===== src/rtl/lane_ctl_pkg.sv =====
package lane_ctl_pkg;
    localparam int CFG_W    = 8;
    localparam int B_PD     = 0;
    localparam int B_EDGE   = 1;
    localparam int B_POL    = 2;
    localparam int B_MODE_L = 4;
    localparam int B_SRC    = 6;
    localparam logic [CFG_W-1:0] CFG_MASK = 8'h77;

    typedef enum logic [1:0] {
        MODE_ENC  = 2'b00,
        MODE_ZERO = 2'b01,
        MODE_TOG  = 2'b10,
        MODE_PRBS = 2'b11
    } lane_mode_e;

    typedef enum logic [2:0] {
        ST_ENC,
        ST_ZERO,
        ST_TOG,
        ST_PRBS,
        ST_OFF
    } lane_st_e;
endpackage


===== src/rtl/lane_cfg_reg.sv =====
module lane_cfg_reg #(
    parameter int                 W    = 8,
    parameter logic [W-1:0]       MASK = '1
) (
    input  logic         clk,
    input  logic         rst_n,
    input  logic         we,
    input  logic [W-1:0] wdata,
    output logic [W-1:0] value
);
    always_ff @(posedge clk or negedge rst_n) begin
        if (!rst_n)  value <= '0;
        else if (we) value <= wdata & MASK;
    end

    // readback reflects the last write, unused bits cleared
    a_r2_readback: assert property (@(posedge clk) disable iff (!rst_n)
        we |=> (value == ($past(wdata) & MASK)));
endmodule


===== src/rtl/lane_prbs.sv =====
module lane_prbs #(
    parameter int         W    = 10,
    parameter logic [6:0] SEED = 7'h7F
) (
    input  logic         clk,
    input  logic         rst_n,
    input  logic         en,
    output logic [W-1:0] word
);
    logic [6:0]   lfsr;
    logic [6:0]   lfsr_nx;
    logic [W-1:0] word_nx;

    always_comb begin
        logic [6:0] t;
        logic       nb;
        t = lfsr;
        word_nx = '0;
        for (int i = 0; i < W; i++) begin
            nb = t[6] ^ t[5];
            t  = {t[5:0], nb};
            word_nx[W-1-i] = nb;
        end
        lfsr_nx = t;
    end

    always_ff @(posedge clk or negedge rst_n) begin
        if (!rst_n) begin
            lfsr <= SEED;
            word <= '0;
        end else if (en) begin
            lfsr <= lfsr_nx;
            word <= word_nx;
        end
    end

    // the generator never locks up in the all-zero state
    a_r7_lfsr_live: assert property (@(posedge clk) disable iff (!rst_n)
        lfsr != 7'd0);
    // a frozen generator keeps its word
    a_r11_prbs_frozen: assert property (@(posedge clk) disable iff (!rst_n)
        !en |=> $stable(word));
endmodule


===== src/rtl/lane_test_ctrl.sv =====
module lane_test_ctrl
    import lane_ctl_pkg::*;
#(
    parameter int         SYM_W = 10,
    parameter int         OCT_W = 8,
    parameter logic [6:0] SEED  = 7'h7F
) (
    input  logic             clk,
    input  logic             rst_n,
    input  logic             cfg_we,
    input  logic [7:0]       cfg_wdata,
    output logic [7:0]       cfg_rdata,
    input  logic             sym_tick,
    input  logic [OCT_W-1:0] frame_octet,
    output logic [OCT_W-1:0] scr_octet,
    input  logic [SYM_W-1:0] enc_symbol,
    output logic [SYM_W-1:0] lane_word,
    output logic             ser_clk_neg,
    output logic             lane_off
);
    logic [CFG_W-1:0] pend;
    lane_mode_e       pend_mode;
    lane_st_e         state, nxt;
    logic             prbs_en;
    logic [SYM_W-1:0] prbs_sym;
    logic [OCT_W-1:0] prbs_oct;
    logic [SYM_W-1:0] enc_q;
    logic [OCT_W-1:0] frame_q;
    logic             pol_q, src_q, edge_q, tog_q, tog_nxt;
    logic [SYM_W-1:0] pre_pol;

    lane_cfg_reg #(.W(CFG_W), .MASK(CFG_MASK)) u_cfg (
        .clk(clk), .rst_n(rst_n), .we(cfg_we), .wdata(cfg_wdata), .value(pend)
    );
    assign cfg_rdata = pend;
    assign pend_mode = lane_mode_e'(pend[B_MODE_L+1:B_MODE_L]);
    assign prbs_en   = sym_tick && !pend[B_PD];

    lane_prbs #(.W(SYM_W), .SEED(SEED)) u_prbs_sym (
        .clk(clk), .rst_n(rst_n), .en(prbs_en), .word(prbs_sym)
    );
    lane_prbs #(.W(OCT_W), .SEED(SEED)) u_prbs_oct (
        .clk(clk), .rst_n(rst_n), .en(prbs_en), .word(prbs_oct)
    );

    // next-state selection from the pending register
    always_comb begin
        if (pend[B_PD]) nxt = ST_OFF;
        else begin
            unique case (pend_mode)
                MODE_ENC:  nxt = ST_ENC;
                MODE_ZERO: nxt = ST_ZERO;
                MODE_TOG:  nxt = ST_TOG;
                MODE_PRBS: nxt = ST_PRBS;
                default:   nxt = ST_ENC;
            endcase
        end
    end

    // state register, advanced only at symbol boundaries
    always_ff @(posedge clk or negedge rst_n) begin
        if (!rst_n)        state <= ST_ENC;
        else if (sym_tick) state <= nxt;
    end

    // per-boundary captures and toggle phase
    always_ff @(posedge clk or negedge rst_n) begin
        if (!rst_n) begin
            enc_q   <= '0;
            frame_q <= '0;
            pol_q   <= 1'b0;
            src_q   <= 1'b0;
            edge_q  <= 1'b0;
            tog_q   <= 1'b0;
            tog_nxt <= 1'b0;
        end else if (sym_tick) begin
            enc_q   <= enc_symbol;
            frame_q <= frame_octet;
            pol_q   <= pend[B_POL];
            src_q   <= pend[B_SRC];
            edge_q  <= pend[B_EDGE];
            tog_q   <= tog_nxt;
            if (pend_mode != MODE_TOG) tog_nxt <= 1'b0;
            else if (!pend[B_PD])      tog_nxt <= ~tog_nxt;
        end
    end

    // outputs decoded from the current state
    always_comb begin
        pre_pol  = '0;
        lane_off = 1'b0;
        unique case (state)
            ST_ENC:  pre_pol = enc_q;
            ST_ZERO: pre_pol = '0;
            ST_TOG:  pre_pol = {{(SYM_W-1){1'b0}}, tog_q};
            ST_PRBS: pre_pol = prbs_sym;
            ST_OFF:  lane_off = 1'b1;
            default: pre_pol = '0;
        endcase
        if (lane_off)   lane_word = '0;
        else if (pol_q) lane_word = ~pre_pol;
        else            lane_word = pre_pol;
        if (lane_off)   scr_octet = '0;
        else if (src_q) scr_octet = prbs_oct;
        else            scr_octet = frame_q;
    end
    assign ser_clk_neg = edge_q;

    // no output moves without a boundary
    a_r3_hold: assert property (@(posedge clk) disable iff (!rst_n)
        !sym_tick |=> ($stable(lane_word) && $stable(scr_octet) && $stable(ser_clk_neg)));
    // edge select follows the register at the boundary
    a_r10_edge: assert property (@(posedge clk) disable iff (!rst_n)
        sym_tick |=> (ser_clk_neg == $past(pend[B_EDGE])));
    // power-down at a boundary blanks both datapaths
    a_r11_blank: assert property (@(posedge clk) disable iff (!rst_n)
        (sym_tick && pend[B_PD]) |=> (lane_word == '0 && scr_octet == '0 && lane_off));
    // staying in toggle mode flips the toggle bit every boundary
    a_r6_alternate: assert property (@(posedge clk) disable iff (!rst_n)
        (sym_tick && state == ST_TOG && nxt == ST_TOG) |=> (tog_q != $past(tog_q)));
endmodule


===== config.mk =====
export PLATFORM = sky130hd
export DESIGN_NAME = lane_test_ctrl
export DESIGN_NICKNAME = d
export VERILOG_FILES = /design/src/rtl/lane_ctl_pkg.sv /design/src/rtl/lane_cfg_reg.sv /design/src/rtl/lane_prbs.sv /design/src/rtl/lane_test_ctrl.sv
export SDC_FILE = /design/constraint.sdc
export NUM_CORES = 1
export LEC_CHECK = 0
export BUFFER_PORTS_ARGS = -buffer_cell sky130_fd_sc_hd__buf_2
export CORE_ASPECT_RATIO = 0.8
export CORE_MARGIN = 2
export CORE_UTILIZATION = 30
export DETAILED_ROUTE_END_ITERATION = 10
export PLACE_DENSITY_LB_ADDON = 0.05
export SYNTH_ARGS = -nofsm -noshare
export SYNTH_HDL_FRONTEND = slang
export SYNTH_SLANG_ARGS = --single-unit

===== constraint.sdc =====
create_clock -name clk -period 2.7 [get_ports clk]
set_input_delay 0.27 -clock clk [delete_from_list [all_inputs] [get_ports clk]]
set_output_delay 0.27 -clock clk [all_outputs]
set_load 0.02 [all_outputs]

# == Word level (Yosys, flattened, before mapping) ==
# Index checks and enable logic that the tools add are counted.
# word_totals
out_inout_bits,28
reg_bits,64
# classes
eq_ne,8
mux,10
n_bitwise,20
reduce_logical,5
# ops
cell,n
$pmux W10 S3,1
$mux W10,2
$xor A1 B1 Y1,18
$mux W8,2
$pmux W3 S4,1
$not A10 Y10,1
$eq A3 B2 Y1 const B,2
$eq A2 B2 Y1 const B,2
$ne A2 B2 Y1 const B,2
$eq A3 B3 Y1 const B,1
$logic_not A3 Y1,1
$mux W1,3
$mux W3,1
$eq A2 B1 Y1 const B,1
$logic_not A2 Y1,1
$reduce_and A2 Y1,1
$logic_and A1 B1 Y1,1
$logic_not A1 Y1,1
$not A1 Y1,1

# == Longest topological paths before layout ==
# Gate-level depths: netlist (run 1).
# logic_depth
word_depth,5
ltp_mapped,6
depth_no_buf,3

# == Hierarchy ==
# A second synthesis (run 1) with hierarchy kept.
# unflattened
hier_cells,281
area_unflattened_um2,3180.6
# modules_own_cells
module,area_each_um2,cells_per_inst,n_inst
lane_test_ctrl,1556.5,142,1
lane_prbs (u_prbs_sym),729.4,67,1
lane_prbs (u_prbs_oct),624.3,56,1
lane_cfg_reg,270.3,16,1

# == Worst setup path after synthesis (run 1) ==
# OpenSTA, ideal clock, no wires.
# synth_timing
path_type,register to output
start,register state[0]
end,output scr_octet[0]
arrival_time_ps,1310
stages_incl_launch_ff,4
setup_slack_ps,1120
path_buffers,1
path_cell_list,dfrtp_1 buf_2 nor3b_2 nor2_1
# synth_via
elab_chain_len,3
# synth_lines
item,line,source
"start, declared",lane_test_ctrl.sv:23,"lane_st_e state, nxt;"
"start signal, assigned",lane_test_ctrl.sv:63,else if (sym_tick) state <= nxt;
$eq A3 B3 Y1,lane_test_ctrl.sv:92,unique case (state)
$mux W1,lane_test_ctrl.sv:92,
named net lane_off,lane_test_ctrl.sv:19,output logic lane_off
$mux W8,lane_test_ctrl.sv:103,if (lane_off) scr_octet = '0;
"end, declared",lane_test_ctrl.sv:15,"output logic [OCT_W-1:0] scr_octet,"
# The timed path passes the listed nets, and every way through them passes these cells.

# == Final worst setup path (run 1) ==
# layout_timing
start,register state[1]
end,output lane_word[9]
# layout_via
elab_chain_len,5
word_cells_on_any_way,9
# layout_lines
item,line,source
$eq A3 B2 Y1 / $logic_not A3 Y1 (equally long branches),lane_test_ctrl.sv:92,
$pmux W10 S3,lane_test_ctrl.sv:92,
$not A10 Y10,lane_test_ctrl.sv:101,else if (pol_q) lane_word = ~pre_pol;
$mux W10,lane_test_ctrl.sv:101,
$mux W10 *,lane_test_ctrl.sv:100,if (lane_off) lane_word = '0;
"end, declared",lane_test_ctrl.sv:17,"output logic [SYM_W-1:0] lane_word,"
# Every way passes the cells marked *; elsewhere a longest branch is shown, timed or not.

==> flow_summary.toml, run 1 <==
[power_and_ir_drop]
power_switching_share_pct = 32.3
internal-power_mw = 2.63
finalPower_mw = 3.89
peakVddDrop_mv = 0.402
p_leak_nw = 1.80
powerDensity_mw_per_mm2 = 1010
seq_power_share_pct = 42.2
comb_power_share_pct = 27.6
clkPwrFrac_pct = 30.1
switchingPower_mw = 1.26

[timing]
finalWorstSetupSlack_ns = 0.359
clock.fmax_mhz = 427
worst_pin_slew_ns = 0.717
finalSetupTns_ns = 0
period_share_pct = 86.7
rsz0062_at_grt = "false"
hold_viol = 0
final-setup-viol-count = 0
layout_min_cycle_time_ns = 2.34
drv_slew = 0
skew_ns = 0.00296
timing.hold.ws_ns = 0.156
relSlewSlack_pct = 52.0

[worst_setup_path]
critPathKind = "reg2out"
required_ns = 2.43
worst-path-max-fanout = 9
startpoint_type = "flop"
r2r_start = "u_cfg.value[0]"
cp-startpoint = "state[1]"
rrSetupSlack_ns = 1.33
cp.arrival_ns = 2.07
end_kind = "primary output"

[clock_tree]
cts.sinks = 64
cts_inserted_buffers = 9
clock-root-buffer = "clkbuf_16"
htreeDepth = 3
cts.reportedPaths.clkPinSlew_ns = 0.05
clk_path_buf_depth = 2
clkLatencyLatePin_ns = 0.33
cts_tree = "done"

[synth]
synth_area_leader_cell = "dfrtp_1"
synth-simple-area-share_pct = 12.1
yosys.area.top_type_share_pct = 39.4
yosysSeqAreaShare_pct = 51.0
ys_warn_count = 0
synth_top_family_by_area = "multiplexers"
avgSynthCellArea_sq_um = 10.9
netlist_instances = 290
ys_ff_latch = 64
synth-adder-area-share_pct = 0
synth_area_leaders = "dfrtp_1 39%, mux2_2 13%, dfstp_2 12%"
synth.distinct_cells = 32
syn-cell-area_sq_mm = 0.00317
synthXorXnorAreaFrac_pct = 6.11
synth_compound_area_share_pct = 9.81
muxShareOfSynthArea_pct = 16.0

[drt]
vias_per_cell = 4.50
drc = 0
ant_nets = 0
drtIter0Drc = 65
wire_per_inst_um = 14.1
drt-total-wl_um = 6810
num_vias = 2167
drt_first_pass_iters = 4

[die]
die_w_um = 119
rows = 33
initial_core_util_pct = 30.9
dieArea_sq_mm = 0.0114
die_y_um = 96.0
core_sq_mm = 0.0103
io_pins = 58

[cells_and_area]
final_cell_mix = "72 x nor2_1, 53 x buf_2, 50 x dfrtp_1"
layout_commonest_cell = "nor2_1"
drive_gt1_share_pct = 37.1
diodes = 0
area_delta_synth_final_pct = 20.8
fin_nets = 367

[grt]
antenna_found_initial = 0
grt_usage_pct = 13.2
grt_max_degree = 65
grt_pass1_vias = 2216
grt_pass1_wl_um = 11500
grt.overflow.total = 0

[min_path]
hold_class = "in2reg"
hold_start = "cfg_wdata[4]"

[placed_design]
portBuffers = 53
gp_congestion = 0.761
dp_hpwl_um = 4590
dp_slack_ns = 0.674

[outcome]
status = "completed"

[flow_run]
max-cap-violations = 0
[state kept, by name (all words and copies together) (netlist names)]
signal           count
u_prbs_sym.lfsr      7
u_prbs_oct.lfsr      7
frame_q              8
enc_q               10
pol_q                1
u_cfg.value          6
tog_q                1
state                3
u_prbs_sym.word     10
ser_clk_neg          1
src_q                1
u_prbs_oct.word      8
tog_nxt              1
[per-layer routing]
layer | global-route usage, % | vias to the layer above | routed length (um)
li1 | - | 1069 | -
met1 | 18.2 | 1054 | 3560
met2 | 19.3 | 37 | 2900
met5 | 0 | - | 0
met3 | 4.38 | 7 | 262
met4 | 4.66 | 0 | 89
[critical path, stage by stage (launching register included)]
cell and delay, ns:
dfrtp_1 0.53, nor2b_1 0.60, a21oi_1 0.15, a221o_1 0.30, buf_2 0.16
[area by class of cell]
class	instances	area, sq um
flip-flops and latches	64	1620
fillers	1050	6450
inverters	3	11.3
repair buffers	59	325
multi-input cells	200	1400
well taps	140	175
clock inverters	3	40.0
clock buffers	13	260
[power by group through the flow]
stage / registers (mW) / clock network [mW] / logic [mW]
floorplan: 1.53 / 0 / 0.916
CTS: 1.65 / 1.21 / 1.09
global route: 1.70 / 1.27 / 1.21
finish: 1.64 / 1.17 / 1.07
detailed placement: 1.66 / 0 / 1.09
global placement: 1.66 / 0 / 1.08
[cell families after synthesis]
kind of cell	Yosys count
compound gates	43
xor+xnor	19
buf+inv	27
flops	64
mux	46
other cells	1
simple gates	90
[what timing repair did]
| action | 4_1_cts | 5_1_grt |
|---|---|---|
| resized for setup | 0 | 0 |
| hold endpoints to repair | 50 | 0 |
| hold buffers | 1 | 0 |
| buffers inserted | 0 | 0 |
| endpoints found under the setup margin | 0 | 0 |
[synth_stat cells, drive strengths merged]
master / number
dfrtp: 50
nand4b: 1
nand3b: 1
a21o: 13
a32o: 1
nand2: 9
dfstp: 14
xnor2: 5
buf: 18
a211o: 1
mux2i: 9
mux2: 37
nor3b: 2
nor2: 73
a221o: 9
clkbuf: 6
o21ai: 7
inv: 3
conb: 1
o31ai: 1
xnor3: 2
a21bo: 1
nor2b: 3
a21boi: 1
nand2b: 1
xor2: 12
a21oi: 9
[worst paths after layout]
check | endpoint | cells after the start
max in group asynchronous | u_prbs_oct.lfsr[5] | 3
hold reg to reg | u_prbs_oct.word[1] | 1
setup / recovery | lane_word[9] | 4
min in group asynchronous | frame_q[3] | 3
hold / removal | u_cfg.value[4] | 3
setup reg to reg | u_prbs_oct.word[1] | 4
[per-stage QoR]
step	area [sq um]	cells	util [%]
3_5_place_dp	3520	465	34.3
6_report	3830	482	37.3
5_1_grt	3830	482	37.3
3_3_place_gp	3520	465	34.3
2_1_floorplan	3180	291	-
4_1_cts	3830	482	37.3
Note: power is estimated with default switching activity, not from simulation.
==> run 2, diff against run 1 <==
--- a/config.mk
+++ b/config.mk
@@ -11,6 +11,7 @@
 export CORE_UTILIZATION = 30
 export DETAILED_ROUTE_END_ITERATION = 10
 export PLACE_DENSITY_LB_ADDON = 0.05
+export RECOVER_POWER = 25
 export SYNTH_ARGS = -nofsm -noshare
 export SYNTH_HDL_FRONTEND = slang
 export SYNTH_SLANG_ARGS = --single-unit
==> constraint.sdc (replaced) <==
create_clock -name clk -period 2.7 [get_ports clk]
set_input_delay 0.27 -clock clk [delete_from_list [all_inputs] [get_ports clk]]
set_output_delay 0.27 -clock clk [all_outputs]
set_load 0.005 [all_outputs]
==> flow_summary.toml, run 2 (synthesis gave the netlist of run 1 again) <==
[die]
io_pins = 58
initial_core_util_pct = 30.9
rows = 33
dieArea_sq_mm = 0.0114
die_w_um = 119
core_sq_mm = 0.0103
die_y_um = 96.0

[grt]
grt_usage_pct = 13.2
grt_pass1_wl_um = 11400
grt_pass1_vias = 2165
grt.overflow.total = 0
antenna_found_initial = 0
grt_max_degree = 65

[timing]
period_share_pct = 86.7
final-setup-viol-count = 0
finalSetupTns_ns = 0
relSlewSlack_pct = -8.06
finalWorstSetupSlack_ns = 0.358
rsz0062_at_grt = "false"
worst_pin_slew_ns = 1.62
layout_min_cycle_time_ns = 2.34
hold_viol = 0
clock.fmax_mhz = 427
drv_slew = 65
skew_ns = 0.00430

[cells_and_area]
diodes = 0
layout_commonest_cell = "nor2_1"
area_delta_synth_final_pct = 21.1
fin_nets = 367
final_cell_mix = "72 x nor2_1, 53 x buf_2, 50 x dfrtp_1"
drive_gt1_share_pct = 37.1
fin_area_sq_mm = 0.00384
reg_top3 = "enc_q x10, u_prbs_sym.word x10"

[clock_tree]
cts_tree = "done"
cts_setup_buffers = 0
cts.sinks = 64
htreeDepth = 3
clock-root-buffer = "clkbuf_16"
clkLatencyLatePin_ns = 0.33
cts_inserted_buffers = 9
cts.reportedPaths.clkPinSlew_ns = 0.06
clk_path_buf_depth = 2

[placed_design]
dp_hpwl_um = 4610
gp_congestion = 0.758
placed_cell_area_sq_mm = 0.00352
dp_slack_ns = 0.696
portBuffers = 53

[drt]
ant_nets = 0
vias_per_cell = 4.55
drt_first_pass_iters = 4
wire_per_inst_um = 14.3
drt-total-wl_um = 6900
num_vias = 2192
drc = 0
drtIter0Drc = 85

[outcome]
failed_checks = "capacitance limit, slew limit"
status = "finished with violations"

[worst_setup_path]
required_ns = 2.43
critPathKind = "reg2out"
startpoint_type = "flop"
end_kind = "primary output"
cp.arrival_ns = 2.07
worst-path-max-fanout = 17

[power_and_ir_drop]
powerDensity_mw_per_mm2 = 1010
peakVddDrop_mv = 0.403
p_leak_nw = 1.80
finalPower_mw = 3.87

[min_path]
hold_class = "in2reg"

[flow_run]
max-cap-violations = 1
-- run 2: repair_timing --
item                                   in CTS  in global routing
resized for setup                           0                  0
endpoints found under the hold margin      50                  0
hold buffers                                1                  0
-- run 2: worst paths after layout --
kind / from / cells after the start / slack [ns] / endpoint
min in group asynchronous: rst_n / 3 / 0.97 / frame_q[2]
max in group asynchronous: rst_n / 3 / 0.75 / enc_q[4]
max reg2reg: u_cfg.value[0] / 4 / 1.33 / u_prbs_oct.word[1]
max: pol_q / 4 / 0.36 / lane_word[9]
min: cfg_wdata[4] / 3 / 0.14 / u_cfg.value[4]
min reg2reg: u_prbs_oct.word[1] / 1 / 0.50 / u_prbs_oct.word[1]
-- run 2: layout make-up --
class,count,area [sq um]
fill,1051,6440
sequential,64,1620
multi-input combinational,200,1400
timing repair buffer,59,310
clock buffer,13,260
tap,140,175
clock inverter,3,65.1
inverter,3,11.3
-- run 2: stage by stage --
stage                     hold slack [ns]  utilization [%]  cells
final                               0.144             37.4    482
after global routing                0.138             37.4    482
after CTS                           0.137             37.5    482
after detailed placement            0.322             34.3    465
after global placement              0.326             34.3    465
after floorplan                   -0.0256                -    291
-- run 2: critical path, stage by stage, from the launching register on --
cell,delay (ns)
dfrtp_1,0.69
nor2b_1,0.62
a21o_1,0.15
a221o_1,0.16
buf_2,0.12
-- run 2: power by group --
part / switching (mW) / internal, mW / leakage (nW)
sequential: 0.315 / 1.33 / 0.734
clock: 0.415 / 0.857 / 0.160
combinational: 0.416 / 0.536 / 0.911
total: 1.15 / 2.72 / 1.80
-- run 2: layer usage --
layer / vias to the layer above / global-route usage [%] / part of all wire, %
met3: 9 / 4.09 / 3.8
met4: 0 / 5.95 / 1.8
met2: 37 / 19.0 / 43
met5: - / 0 / 0
met1: 1065 / 18.3 / 52
li1: 1081 / - / -
==> run 3, diff against run 2 <==
--- a/config.mk
+++ b/config.mk
@@ -8,7 +8,7 @@
 export BUFFER_PORTS_ARGS = -buffer_cell sky130_fd_sc_hd__buf_2
 export CORE_ASPECT_RATIO = 0.8
 export CORE_MARGIN = 2
-export CORE_UTILIZATION = 30
+export CORE_UTILIZATION = 60
 export DETAILED_ROUTE_END_ITERATION = 10
 export PLACE_DENSITY_LB_ADDON = 0.05
 export RECOVER_POWER = 25
==> constraint.sdc (replaced) <==
create_clock -name clk -period 2.7 [get_ports clk]
set_input_delay 0.405 -clock clk [delete_from_list [all_inputs] [get_ports clk]]
set_output_delay 0.405 -clock clk [all_outputs]
set_load 0.005 [all_outputs]
==> flow_summary.toml, run 3 (synthesis gave the netlist of run 1 again) <==
[placed_design]
gp_congestion = 0.749
numPlacedInstances = 387
dp_slack_ns = 0.616
portBuffers = 53
dp_hpwl_um = 3960

[worst_setup_path]
startpoint_type = "flop"
critPathSlowestCell = "dfrtp_1"
crit_cells = 4
critPathKind = "reg2out"
r2r-end = "u_prbs_sym.word[3]"
end_kind = "primary output"
rrSetupSlack_ns = 1.40
crit_family = "flip-flops"
r2r_start = "u_prbs_sym.lfsr[5]"
slowest_delay_ns = 0.61
worstSetupEndpoint = "lane_word[3]"
cp.arrival_ns = 2.06
worst_r2r_path_depth = 3
cp_num_buf_inv = 1
cp_cell_sequence = "nor2b_1 > a21oi_1 > a221o_1 > buf_2"
cp-startpoint = "state[1]"
required_ns = 2.30
worst-path-max-fanout = 11

[flow_run]
max-cap-violations = 0

[grt]
grt_usage_pct = 20.2
grt.overflow.total = 0
grt_pass1_vias = 2101
antenna_found_initial = 0
grt_pass1_wl_um = 9520
grt_max_degree = 38

[drt]
ant_nets = 0
wire_per_inst_um = 13.7
drt-total-wl_um = 5510
vias_per_cell = 5.32
drtIter0Drc = 92
drt_first_pass_iters = 4
num_vias = 2142
drc = 0

[die]
dieArea_sq_mm = 0.00589
rows = 23
die_w_um = 85.3
core_sq_mm = 0.00506
io_pins = 58
die_y_um = 69.1
initial_core_util_pct = 62.7

[power_and_ir_drop]
powerDensity_mw_per_mm2 = 928
finalPower_mw = 3.35
peakVddDrop_mv = 0.689
p_leak_nw = 1.74

[clock_tree]
clock-root-buffer = "clkbuf_8"
cts_tree = "done"
cts.sinks = 64
ctsHoldBuffers = 0
cts.reportedPaths.clkPinSlew_ns = 0.07
cts_resized = 0
htreeDepth = 3
clkLatencyLatePin_ns = 0.34
cts_inserted_buffers = 9
clk_path_buf_depth = 2
cts_setup_buffers = 0

[cells_and_area]
area_delta_synth_final_pct = 13.7
layout_commonest_cell = "nor2_1"
final_cell_mix = "72 x nor2_1, 52 x buf_2, 50 x dfrtp_1"
diodes = 0
fin_nets = 366
stdcell_count = 403
drive_gt1_share_pct = 37.5
reg_top3 = "enc_q x10, u_prbs_sym.word x10"

[timing]
timing.hold.ws_ns = 0.275
drv_slew = 0
worst_pin_slew_ns = 1.40
skew_ns = 0.00765
finalWorstSetupSlack_ns = 0.235
rsz0062_at_grt = "false"
hold_viol = 0
layout_min_cycle_time_ns = 2.47
final-setup-viol-count = 0
relSlewSlack_pct = 6.70
finalSetupTns_ns = 0
clock.fmax_mhz = 406
period_share_pct = 91.3

[min_path]
hold_class = "in2reg"

[outcome]
status = "completed"
-- run 3: worst min-delay path by stage --
stage / endpoint / from / slack, ns / cells after the start
finish: u_cfg.value[4] / cfg_wdata[4] / 0.28 / 3
global route: u_cfg.value[4] / cfg_wdata[4] / 0.28 / 3
CTS: ser_clk_neg / rst_n / 0.1 / 1
detailed placement: ser_clk_neg / rst_n / 0.46 / 1
global placement: u_cfg.value[1] / rst_n / 0.46 / 1
floorplan: enc_q[0] / rst_n / 0.11 / 0
-- run 3: layer usage --
layer  global-route usage [%]  part of all wire, %  up-vias
met2                     32.3                   47       31
met5                        0                    0        -
met4                     5.82                  1.3        0
met1                     26.8                   48     1031
li1                         -                    -     1072
met3                     5.75                  3.4        8
-- run 3: area by class of cell --
class | instances | area [sq um]
inverter | 3 | 11.3
clock buffer | 11 | 163
multi-input combinational | 200 | 1400
clock inverter | 5 | 37.5
fill | 395 | 1460
timing repair buffer | 58 | 299
sequential | 64 | 1620
tap | 62 | 77.6
-- run 3: power by group --
group	switching, mW	total [mW]	internal [mW]
Clock	0.365	0.782	0.417
Combinational	0.406	0.941	0.535
Sequential	0.303	1.63	1.32
-- run 3: metrics by stage --
step / util [%] / area [sq um]
after floorplan: - / 3180
after global placement: 67.6 / 3430
after detailed placement: 67.6 / 3430
after CTS: 71.6 / 3630
after global routing: 71.3 / 3610
final: 71.3 / 3610
-- run 3: worst min-delay path, delay by kind of cell --
family                 cells  cell delay, ns
buffers and inverters      1            0.07
and+or+nand+nor            1            0.04
AOI/OAI and AO/OA          1            0.06
